--- src/rtl/mdio_ctl_pkg.sv ---
package mdio_ctl_pkg;

    localparam int ADDR_W = 7;

    localparam logic [ADDR_W-1:0] OFF_DIV  = 7'h40;
    localparam logic [ADDR_W-1:0] OFF_ADR  = 7'h44;
    localparam logic [ADDR_W-1:0] OFF_WDAT = 7'h48;
    localparam logic [ADDR_W-1:0] OFF_RES  = 7'h4C;
    localparam logic [ADDR_W-1:0] OFF_CMD  = 7'h50;

    localparam int GO_BIT   = 8;
    localparam int KIND_BIT = 0;
    localparam int PHY_LSB  = 8;
    localparam int REG_LSB  = 0;

    localparam int FRAME_BITS = 64;
    localparam logic [5:0] IDX_TA   = 6'd46;
    localparam logic [5:0] IDX_DATA = 6'd48;
    localparam logic [5:0] IDX_LAST = 6'd63;

    typedef enum logic {
        ACC_READ  = 1'b0,
        ACC_WRITE = 1'b1
    } acc_t;

    function automatic logic [FRAME_BITS-1:0] build_frame(
        input acc_t        kind,
        input logic [4:0]  phy,
        input logic [4:0]  regn,
        input logic [15:0] data
    );
        logic [1:0] op;
        logic [1:0] ta;
        logic [15:0] body;
        op   = (kind == ACC_WRITE) ? 2'b01 : 2'b10;
        ta   = (kind == ACC_WRITE) ? 2'b10 : 2'b11;
        body = (kind == ACC_WRITE) ? data  : 16'hFFFF;
        return {32'hFFFF_FFFF, 2'b01, op, phy, regn, ta, body};
    endfunction

endpackage

--- src/rtl/mdio_ctl_regs.sv ---
module mdio_ctl_regs
    import mdio_ctl_pkg::*;
#(
    parameter int DIV_W   = 8,
    parameter int DIV_RST = 20
) (
    input  logic              clk,
    input  logic              rst_n,
    input  logic              bus_sel,
    input  logic              bus_wr,
    input  logic [ADDR_W-1:0] bus_addr,
    input  logic [31:0]       bus_wdata,
    output logic [31:0]       bus_rdata,
    input  logic              busy_i,
    input  logic              rd_done_i,
    input  logic [15:0]       cap_i,
    output logic              start_o,
    output acc_t              start_kind_o,
    output logic [DIV_W-1:0]  div_o,
    output logic [4:0]        phy_o,
    output logic [4:0]        reg_o,
    output logic [15:0]       wdat_o
);

    typedef struct packed {
        logic [DIV_W-1:0] div;
        logic [4:0]       phy;
        logic [4:0]       regn;
        logic [15:0]      wdat;
        logic [15:0]      res;
        acc_t             kind;
    } regs_t;

    regs_t q, d;
    logic  wr_ok;
    wire   unused_hi = ^bus_wdata[31:16];

    assign wr_ok        = bus_sel && bus_wr;
    assign start_o      = wr_ok && (bus_addr == OFF_CMD) && bus_wdata[GO_BIT] && !busy_i;
    assign start_kind_o = acc_t'(bus_wdata[KIND_BIT]);

    always_comb begin
        d = q;
        if (wr_ok && !busy_i) begin
            case (bus_addr)
                OFF_DIV: d.div = bus_wdata[DIV_W-1:0];
                OFF_ADR: begin
                    d.phy  = bus_wdata[PHY_LSB+4:PHY_LSB];
                    d.regn = bus_wdata[REG_LSB+4:REG_LSB];
                end
                OFF_WDAT: d.wdat = bus_wdata[15:0];
                default: ;
            endcase
        end
        if (start_o) begin
            d.kind = start_kind_o;
        end
        if (rd_done_i) begin
            d.res = cap_i;
        end
    end

    always_ff @(posedge clk or negedge rst_n) begin
        if (!rst_n) begin
            q <= '{div: DIV_W'(DIV_RST), phy: '0, regn: '0, wdat: '0, res: '0, kind: ACC_READ};
        end else begin
            q <= d;
        end
    end

    always_comb begin
        bus_rdata = '0;
        if (bus_sel && !bus_wr) begin
            case (bus_addr)
                OFF_DIV:  bus_rdata = 32'(q.div);
                OFF_ADR:  bus_rdata = {19'b0, q.phy, 3'b0, q.regn};
                OFF_WDAT: bus_rdata = {16'b0, q.wdat};
                OFF_RES:  bus_rdata = {16'b0, q.res};
                OFF_CMD:  bus_rdata = {15'b0, busy_i, 15'b0, q.kind};
                default:  bus_rdata = '0;
            endcase
        end
    end

    assign div_o  = q.div;
    assign phy_o  = q.phy;
    assign reg_o  = q.regn;
    assign wdat_o = q.wdat;

endmodule

--- src/rtl/mdio_ctl_tick.sv ---
module mdio_ctl_tick #(
    parameter int DIV_W = 8
) (
    input  logic             clk,
    input  logic             rst_n,
    input  logic             run_i,
    input  logic [DIV_W-1:0] div_i,
    output logic             tick_o
);

    typedef struct packed {
        logic [DIV_W-1:0] cnt;
    } tick_t;

    tick_t            q, d;
    logic [DIV_W-1:0] div_eff;

    assign div_eff = (div_i == '0) ? DIV_W'(1) : div_i;
    assign tick_o  = run_i && (q.cnt == div_eff - DIV_W'(1));

    always_comb begin
        d = q;
        if (!run_i || tick_o) begin
            d.cnt = '0;
        end else begin
            d.cnt = q.cnt + DIV_W'(1);
        end
    end

    always_ff @(posedge clk or negedge rst_n) begin
        if (!rst_n) begin
            q <= '0;
        end else begin
            q <= d;
        end
    end

endmodule

--- src/rtl/mdio_ctl_shifter.sv ---
module mdio_ctl_shifter
    import mdio_ctl_pkg::*;
(
    input  logic        clk,
    input  logic        rst_n,
    input  logic        start_i,
    input  acc_t        kind_i,
    input  logic [4:0]  phy_i,
    input  logic [4:0]  reg_i,
    input  logic [15:0] wdat_i,
    input  logic        tick_i,
    input  logic        mdio_i,
    output logic        mdc_o,
    output logic        mdio_o,
    output logic        mdio_oe_o,
    output logic        busy_o,
    output logic        rd_done_o,
    output logic [15:0] cap_o
);

    typedef struct packed {
        logic                  busy;
        logic                  mdc;
        logic [5:0]            idx;
        logic [FRAME_BITS-1:0] shr;
        logic                  rd;
        logic                  oe;
        logic [15:0]           cap;
    } shift_t;

    shift_t     q, d;
    logic [5:0] idx_nx;

    assign idx_nx = q.idx + 6'd1;

    always_comb begin
        d         = q;
        rd_done_o = 1'b0;
        if (start_i) begin
            d.busy = 1'b1;
            d.mdc  = 1'b0;
            d.idx  = '0;
            d.shr  = build_frame(kind_i, phy_i, reg_i, wdat_i);
            d.rd   = (kind_i == ACC_READ);
            d.oe   = 1'b1;
        end else if (q.busy && tick_i) begin
            if (!q.mdc) begin
                d.mdc = 1'b1;
                if (q.rd && (q.idx >= IDX_DATA)) begin
                    d.cap = {q.cap[14:0], mdio_i};
                end
            end else begin
                d.mdc = 1'b0;
                if (q.idx == IDX_LAST) begin
                    d.busy    = 1'b0;
                    d.shr     = '0;
                    d.oe      = 1'b0;
                    rd_done_o = q.rd;
                end else begin
                    d.idx = idx_nx;
                    d.shr = {q.shr[FRAME_BITS-2:0], 1'b0};
                    d.oe  = !(q.rd && (idx_nx >= IDX_TA));
                end
            end
        end
    end

    always_ff @(posedge clk or negedge rst_n) begin
        if (!rst_n) begin
            q <= '0;
        end else begin
            q <= d;
        end
    end

    assign mdc_o     = q.mdc;
    assign mdio_o    = q.shr[FRAME_BITS-1];
    assign mdio_oe_o = q.oe;
    assign busy_o    = q.busy;
    assign cap_o     = q.cap;

endmodule

--- src/rtl/mgmt_mdio_ctrl.sv ---
module mgmt_mdio_ctrl
    import mdio_ctl_pkg::*;
#(
    parameter int DIV_W   = 8,
    parameter int DIV_RST = 20
) (
    input  logic        clk,
    input  logic        rst_n,
    input  logic        bus_sel,
    input  logic        bus_wr,
    input  logic [6:0]  bus_addr,
    input  logic [31:0] bus_wdata,
    output logic [31:0] bus_rdata,
    output logic        mdc,
    output logic        mdio_o,
    output logic        mdio_oe,
    input  logic        mdio_i
);

    logic             busy;
    logic             rd_done;
    logic [15:0]      cap;
    logic             start;
    acc_t             start_kind;
    logic [DIV_W-1:0] div_val;
    logic [4:0]       phy_val;
    logic [4:0]       reg_val;
    logic [15:0]      wdat_val;
    logic             tick;

    mdio_ctl_regs #(.DIV_W(DIV_W), .DIV_RST(DIV_RST)) u_regs (
        .clk          (clk),
        .rst_n        (rst_n),
        .bus_sel      (bus_sel),
        .bus_wr       (bus_wr),
        .bus_addr     (bus_addr),
        .bus_wdata    (bus_wdata),
        .bus_rdata    (bus_rdata),
        .busy_i       (busy),
        .rd_done_i    (rd_done),
        .cap_i        (cap),
        .start_o      (start),
        .start_kind_o (start_kind),
        .div_o        (div_val),
        .phy_o        (phy_val),
        .reg_o        (reg_val),
        .wdat_o       (wdat_val)
    );

    mdio_ctl_tick #(.DIV_W(DIV_W)) u_tick (
        .clk    (clk),
        .rst_n  (rst_n),
        .run_i  (busy),
        .div_i  (div_val),
        .tick_o (tick)
    );

    mdio_ctl_shifter u_shift (
        .clk       (clk),
        .rst_n     (rst_n),
        .start_i   (start),
        .kind_i    (start_kind),
        .phy_i     (phy_val),
        .reg_i     (reg_val),
        .wdat_i    (wdat_val),
        .tick_i    (tick),
        .mdio_i    (mdio_i),
        .mdc_o     (mdc),
        .mdio_o    (mdio_o),
        .mdio_oe_o (mdio_oe),
        .busy_o    (busy),
        .rd_done_o (rd_done),
        .cap_o     (cap)
    );

endmodule

--- config.mk ---
export PLATFORM = sky130hd
export DESIGN_NAME = mgmt_mdio_ctrl
export DESIGN_NICKNAME = d
export VERILOG_FILES = /design/src/rtl/mdio_ctl_pkg.sv /design/src/rtl/mdio_ctl_regs.sv /design/src/rtl/mdio_ctl_tick.sv /design/src/rtl/mdio_ctl_shifter.sv /design/src/rtl/mgmt_mdio_ctrl.sv
export SDC_FILE = /design/constraint.sdc
export NUM_CORES = 1
export LEC_CHECK = 0
export BUFFER_PORTS_ARGS = -buffer_cell sky130_fd_sc_hd__clkbuf_2
export CORE_ASPECT_RATIO = 2
export CORE_MARGIN = 2
export CORE_UTILIZATION = 55
export CTS_CLUSTER_SIZE = 30
export DETAILED_ROUTE_END_ITERATION = 10
export GPL_TIMING_DRIVEN = 0
export PLACE_DENSITY = 0.83
export SETUP_SLACK_MARGIN = 0.2
export SKIP_CTS_REPAIR_TIMING = 1
export SLEW_MARGIN = 20
export SYNTH_ARGS = -nofsm -noshare
export SYNTH_HDL_FRONTEND = slang
export SYNTH_SLANG_ARGS = --single-unit
--- constraint.sdc ---
create_clock -name clk -period 6.24 [get_ports clk]
set_input_delay 1.248 -clock clk [delete_from_list [all_inputs] [get_ports clk]]
set_output_delay 1.248 -clock clk [all_outputs]
set_load 0.01 [all_outputs]
==> results.md, run 1 <==
- Synth Instances: around 680
- Clock sinks: 149
- NetSw: about 0.54 mW
- Pwr dens: between 200 and 300 nW/um2
- CP peak stage delay: 630 ps
- Cells along the critical path: clkbuf_2 -> clkbuf_1 -> clkbuf_1 -> mux2_2 -> a22oi_1 -> nor2_1 -> clkbuf_2
- Setup slack after layout: 1720 ps
- Fin Setup TNS: 0 ps
- Final setup fails: 0
- Ys Warns: 0
- Worst hold path type: reg -> reg
- Fillers: 946
- P_int: around 1.7 mW
- Largest net degree at the start of global routing: 84
- Final core utilization: 0.648
- Flop-to-flop setup slack: 2160 ps
- Buf+Inv Stages, Crit Path: 4
- Post-synth ARST share: 1.00
- Synth cell types: 68
- Max IR drop VDD: around 220 uV
- Relative slew slack: 0.400
- Fin crit period: 4520 ps
- GRT Util Overall: 0.262
- Largest area contributor in the netlist: dfrtp_1
- Area of the multi-input gates: 3220 um2
- CTS tree: done
- Max Buffers Root-to-Sink: 2
- Die area: 14100 um2
- PnR Total Power: roughly 2.2 mW
- Worst slew pin tran: 895 ps
- Slowest cell on the critical path: clkbuf_1
- Core Region: 12900 um2
- Cell row count: between 50 and 60
- Dpl hpwl: between 10 and 15 mm
- DR pass1 iterations: 8
- Mapped cell area: 7240 um2
- Clock network power share: 0.473
- H-tree levels: 4
- Die width: about 85 um
- Register bit count reported by yosys: 149
- Chip height: 166 um
- Syn_area_per_cell: 10.7 um2
- Register area: 3730 um2
- First-pass GRT wire length: 29.5 mm
- Clock buffer count from CTS: 17
- Vias in the first global route: 5950
- Reg power frac: 0.453
- Avg Vias per Cell: 6.14
- Routability cong.: between 0.9 and 1
- Final Non-Filler Cells: 925
- Starting Density: 0.560
- Vias: approximately 5700
- Seq/Total Area, Yosys: 0.516
- DRC Markers: 0
- Comb power frac: 0.074
- Layout cells sized above 1: 0.241
- Pre-CTS setup slack: 1790 ps
- # placed instances: 893
- Setup CP Type: in -> out
- Top_reg_cell synth: dfrtp_1
- Number of port buffers: 47
- RSZ-0062 raised after global routing: false
- Placed cell area: 7760 um2
- Fraction of power spent switching nets: 0.240
- Final net count: 808
- Final period util: 0.724
- Max-slew violations: 0
- DRT Wirelength: 17.8 mm
- Max-cap violations: 0
- Initial antenna violation count: 0
- F_max: 0.221 GHz
- ANT nets after route: 0
- Startpoint types: primary input
- Synth-to-layout area growth: 15.7%
- Fin Clk Skew: 9.63 ps
- Hold Slack: between 400 and 500 ps
- CP endpoint kind: output port
- Top-level I/O count: 79
- Post-synth EDFFs: 0
- Area fraction of the dominant cell type after synthesis: 0.508
- Status: finished clean
- GR Overflow Total: 0
- Antenna diodes: 0
- Critical path required time: 4990 ps
- Clock slew seen by the registers of the worst setup and hold paths: about 60 ps
- Final hold violations: 0
- Crit-path max FO: 10
- Root buf cell: clkbuf_16
- Arr. time, crit path: 3270 ps
- Top cells by area, synth: dfrtp_1 51%, mux2_2 8.6%, nand3_1 5.6%, nand2_1 4.3%, a2bb2oi_1 2.9%
- Top delay family on crit path: buffers and inverters
- Leakage Power: 4.02 nW
- Worst-Skew Late Latency: 420 ps
- Final instance area: 8370 um2
- Initial DRC Count: between 400 and 500
- Per-cell routed wire length: between 15 and 20 um
## cell usage after synthesis (5+ instances only)
master,number
a21oi_1,10
a22oi_1,8
a2bb2oi_1,24
and3_1,6
buf_4,16
clkbuf_1,39
dfrtp_1,147
inv_1,8
mux2_1,6
mux2_2,55
mux2_4,10
mux2i_1,5
nand2_1,83
nand2b_1,15
nand3_1,81
nor2_1,32
nor2b_1,8
nor3_1,10
o21ai_0,35
xnor2_1,5
xor2_1,8
## power groups by stage
stage / combinational, mW / sequential, mW / clock, mW
global route: 0.181 / 1.01 / 1.11
finish: 0.164 / 1.01 / 1.06
global placement: 0.149 / 1.03 / 0
CTS: 0.165 / 1.01 / 1.06
floorplan: 0.106 / 1.02 / 0
detailed placement: 0.162 / 1.03 / 0
## cell usage in the layout, fill, tap and decap left out, types with 3 or more instances in the layout
cell,Yosys,final
a21boi_0,3,3
clkbuf_16,0,17
nor3_1,10,9
nor2b_1,8,8
mux4_2,4,4
a31oi_1,4,4
mux2_2,55,55
nand3_1,81,81
mux2_1,6,6
nand2b_1,15,15
buf_4,16,16
a22oi_1,8,8
nor4_1,3,3
and3_1,6,6
xnor2_1,5,5
buf_2,3,3
nand2_1,83,83
conb_1,1,15
a21oi_1,10,10
clkbuf_1,39,40
xor2_1,8,8
mux2_4,10,10
dfrtp_1,147,147
inv_6,0,4
o21ai_0,35,35
ha_1,4,4
bufinv_16,0,3
a2bb2oi_1,24,24
clkinv_4,0,4
inv_1,8,8
clkbuf_2,1,47
mux2i_1,5,5
nor2_1,32,32
## tightest hold or removal path: stages, from the launching register on
cell and delay, ps:
dfrtp_1 350, a21oi_1 60, nand2_1 60
## registers in the layout, indices dropped and copies added, names as in the netlist
register           flops
u_regs.div_o           8
u_tick.q               8
u_shift.mdc_o          1
u_shift.mdio_o         1
u_regs.reg_o           5
u_regs.phy_o           5
u_shift.q             70
u_regs.q              17
u_shift.busy_o         1
u_shift.cap_o         16
u_shift.mdio_oe_o      1
u_regs.wdat_o         16
## logic make-up after synthesis
group	Yosys count	synth area share
mux	80	0.135
simple gates	261	0.181
fa+ha+maj	5	0.00830
compound gates	100	0.0958
other cells	1	0.000518
flops	149	0.516
xor+xnor	13	0.0157
buf+inv	70	0.0479
## routing by layer
metal / track usage / up-vias / wire length, um
met5: 0 / - / 0
met4: 0.166 / 0 / 1110
met3: 0.0547 / 89 / 940
met2: 0.456 / 265 / 9450
met1: 0.282 / 2787 / 6330
li1: - / 2543 / -
## final timing paths
kind | from | end | cells after the start
min in group asynchronous | rst_n | u_tick.q[4] | 1
max reg2reg | u_regs.div_o[5] | u_shift.q[30] | 12
max in group asynchronous | rst_n | u_regs.div_o[4] | 2
min | u_shift.mdio_oe_o | u_shift.mdio_oe_o | 2
max | bus_addr[2] | bus_rdata[11] | 7
min reg2reg | u_shift.mdio_oe_o | u_shift.mdio_oe_o | 2
## final cells by class
class,instances,share of cell area
multi-input combinational,474,0.385
clock buffer,19,0.0529
inverter,8,0.00359
sequential,149,0.446
timing repair buffer,48,0.0324
tap,152,0.0227
clock inverter,13,0.0203
buffer,62,0.0378
Note: power is estimated with default switching activity, not from simulation.
==> inputs of run 2 (changes only) <==
Settings changed: CORE_UTILIZATION 55 to 53, PLACE_DENSITY 0.83 to 0.84.
Clock period 6.24 ns to 3.8 ns, I/O delays scaled along.
==> results.md, run 2 (same netlist as run 1, synthesis figures left out) <==
- Vias in the first global route: 5846 (was 5950)
- ANT nets after route: 0 (unchanged)
- Flop-to-flop setup slack: 300 ps (was 2160 ps)
- Fin crit period: ~3500 ps
- Worst slew pin tran: 1070 ps (was 895 ps)
- Max-slew violations: 0 (unchanged)
- Worst-Skew Late Latency: 430 ps (was 420 ps)
- CTS tree: done (unchanged)
- Setup slack after layout: 300 ps (was 1720 ps)
- CP endpoint kind: register (was output port)
- Final net count: 811 (was 808)
- Per-cell routed wire length: 18.8 um (was 19.3 um)
- Most frequent cells in the layout: 147 x dfrtp_1, 83 x nand2_1, 81 x nand3_1 (unchanged)
- Relative slew slack: 0.282 (was 0.400)
- Clock buffer count from CTS: 17 (unchanged)
- Setup CP Type: reg -> reg (was in -> out)
- Largest net degree at the start of global routing: 94 (was 84)
- Reg power frac: 0.466 (was 0.453)
- Initial antenna violation count: 0 (unchanged)
- F_max: around 0.29 GHz
- GRT Util Overall: 0.255 (was 0.262)
- Synth-to-layout area growth: 16.1% (was 15.7%)
- Fin Clk Skew: 8.92 ps (was 9.63 ps)
- DRT Wirelength: 17.5 mm (was 17.8 mm)
- Dpl hpwl: 12.2 mm (was 12.5 mm)
- Die area: 14700 um2 (was 14100 um2)
- Commonest non-fill, non-tap cell in the layout: dfrtp_1 (unchanged)
- Leakage Power: 4.05 nW (was 4.02 nW)
- Final setup fails: 0 (unchanged)
- Arr. time, crit path: 3810 ps (was 3270 ps)
- P_int: 2.62 mW (was 1.70 mW)
- Pwr dens: 424 nW/um2 (was 267 nW/um2)
- PnR Total Power: 3.56 mW (was 2.23 mW)
- Routability cong.: 0.854 (was 0.923)
- Max-cap violations: 0 (unchanged)
- Comb power frac: 0.076 (was 0.074)
- Layout cells sized above 1: 0.258 (was 0.241)
- First-pass GRT wire length: 29.0 mm (was 29.5 mm)
- Clock sinks: 149 (unchanged)
- Number of port buffers: 47 (unchanged)
- Clock slew seen by the registers of the worst setup and hold paths: 70 ps (was 60 ps)
- RSZ-0062 raised after global routing: false (unchanged)
- Fraction of power spent switching nets: 0.265 (was 0.240)
- Top-level I/O count: 79 (unchanged)
- FF-to-FF Start: u_regs.div_o[5] (unchanged)
- Cell row count: 60 (was 59)
- Largest regs: u_shift.q x70, u_regs.q x17 (unchanged)
- DR pass1 iterations: 5 (was 8)
- Pre-CTS setup slack: -155 ps (was 1790 ps)
- Max Buffers Root-to-Sink: 2 (unchanged)
- Crit-path max FO: 6 (was 10)
- GR Overflow Total: 0 (unchanged)
- Starting Density: 0.542 (was 0.560)
- Chip height: 169 um (was 166 um)
- Max reg flops: 70 (unchanged)
- Core Region: 13400 um2 (was 12900 um2)
- RR Endpoint: u_shift.cap_o[3] (was u_shift.q[30])
- Worst reg-to-reg path cell count: 12 (unchanged)
- Fillers: 991 (was 946)
- Worst hold path type: in -> async (was reg -> reg)
- Antenna diodes: 0 (unchanged)
- H-tree levels: 4 (unchanged)
- NetSw: 0.944 mW (was 0.535 mW)
- DRC Markers: 0 (unchanged)
- Avg Vias per Cell: 6.05 (was 6.14)
- Max IR drop VDD: 329 uV (was 223 uV)
- Final hold violations: 0 (unchanged)
- Register with the most flip-flops: u_shift.q (unchanged)
- Status: finished clean (unchanged)
- Initial DRC Count: 398 (was 477)
- Final Non-Filler Cells: 931 (was 925)
- Vias: 5630 (was 5684)
- Root buf cell: clkbuf_16 (unchanged)
- Die width: 86.6 um (was 85.1 um)
- Startpoint types: register (was primary input)
- Critical path required time: 4110 ps (was 4990 ps)
- # placed instances: 896 (was 893)
- Final instance area: 8400 um2 (was 8370 um2)
- Final period util: 0.921
- Placed cell area: 7760 um2 (about the same)
- Clock network power share: 0.458 (was 0.473)
[run 2: cell types whose count changed in the layout (fill, tap and decap cells not counted), moves of 3 or more]
cell       previous run  this run
clkbuf_1             40        32
bufinv_16             3         0
buf_4                16        19
inv_8                 0         5
clkbuf_2             47        53
[run 2: worst max-delay path, cell delays in order, from the launching register on]
cell and delay [ps]:
dfrtp_1 510, nor4_4 380, a21oi_1 180, ha_1 340, xnor2_1 130, a221oi_1 260, o311ai_1 220, nor2_1 180
buf_4 160, nand3_4 90, nor4_4 350, buf_4 230, mux2_2 340
[run 2: layer usage]
metal | wire (um) | track usage
met5 | 0 | 0
met4 | 1260 | 0.185
met3 | 860 | 0.0467
met2 | 9350 | 0.435
met1 | 6080 | 0.274
[run 2: worst max path at each step]
stage | start | endpoint | slack [ps] | cells past startpoint
floorplan | u_regs.div_o[5] | u_shift.cap_o[10] | 590 | 11
CTS | u_regs.div_o[5] | u_shift.q[40] | -230 | 12
global placement | rst_n | u_tick.q[4] | -530 | 1
global route | u_regs.div_o[5] | u_shift.cap_o[3] | 140 | 12
finish | u_regs.div_o[5] | u_shift.cap_o[3] | 300 | 12
detailed placement | u_regs.div_o[5] | u_regs.q[14] | -160 | 11
[run 2: area by class of cell]
type | instances | area, um2 | area share
well taps | 155 | 194 | 0.0231
clock inverters | 14 | 138 | 0.0164
clock buffers | 18 | 439 | 0.0523
repair buffers | 51 | 294 | 0.0350
plain buffers | 62 | 325 | 0.0387
inverters | 8 | 30.0 | 0.00358
multi-input cells | 474 | 3250 | 0.387
flip-flops and latches | 149 | 3730 | 0.444
[run 2: power groups by stage]
stage	registers, mW	logic, mW	clock network (mW)
finish	1.66	0.271	1.63
global route	1.66	0.304	1.71
CTS	1.66	0.267	1.65
detailed placement	1.69	0.264	0
global placement	1.69	0.251	0
floorplan	1.68	0.174	0
[run 2: stage by stage]
stage          utilization  setup TNS, ps  hold WS (ps)
5_1_grt              0.629              0           320
4_1_cts              0.624          -8480           311
3_3_place_gp         0.578         -76810           462
3_5_place_dp         0.581          -4480           471
2_1_floorplan            -              0           447
6_report             0.629              0           280
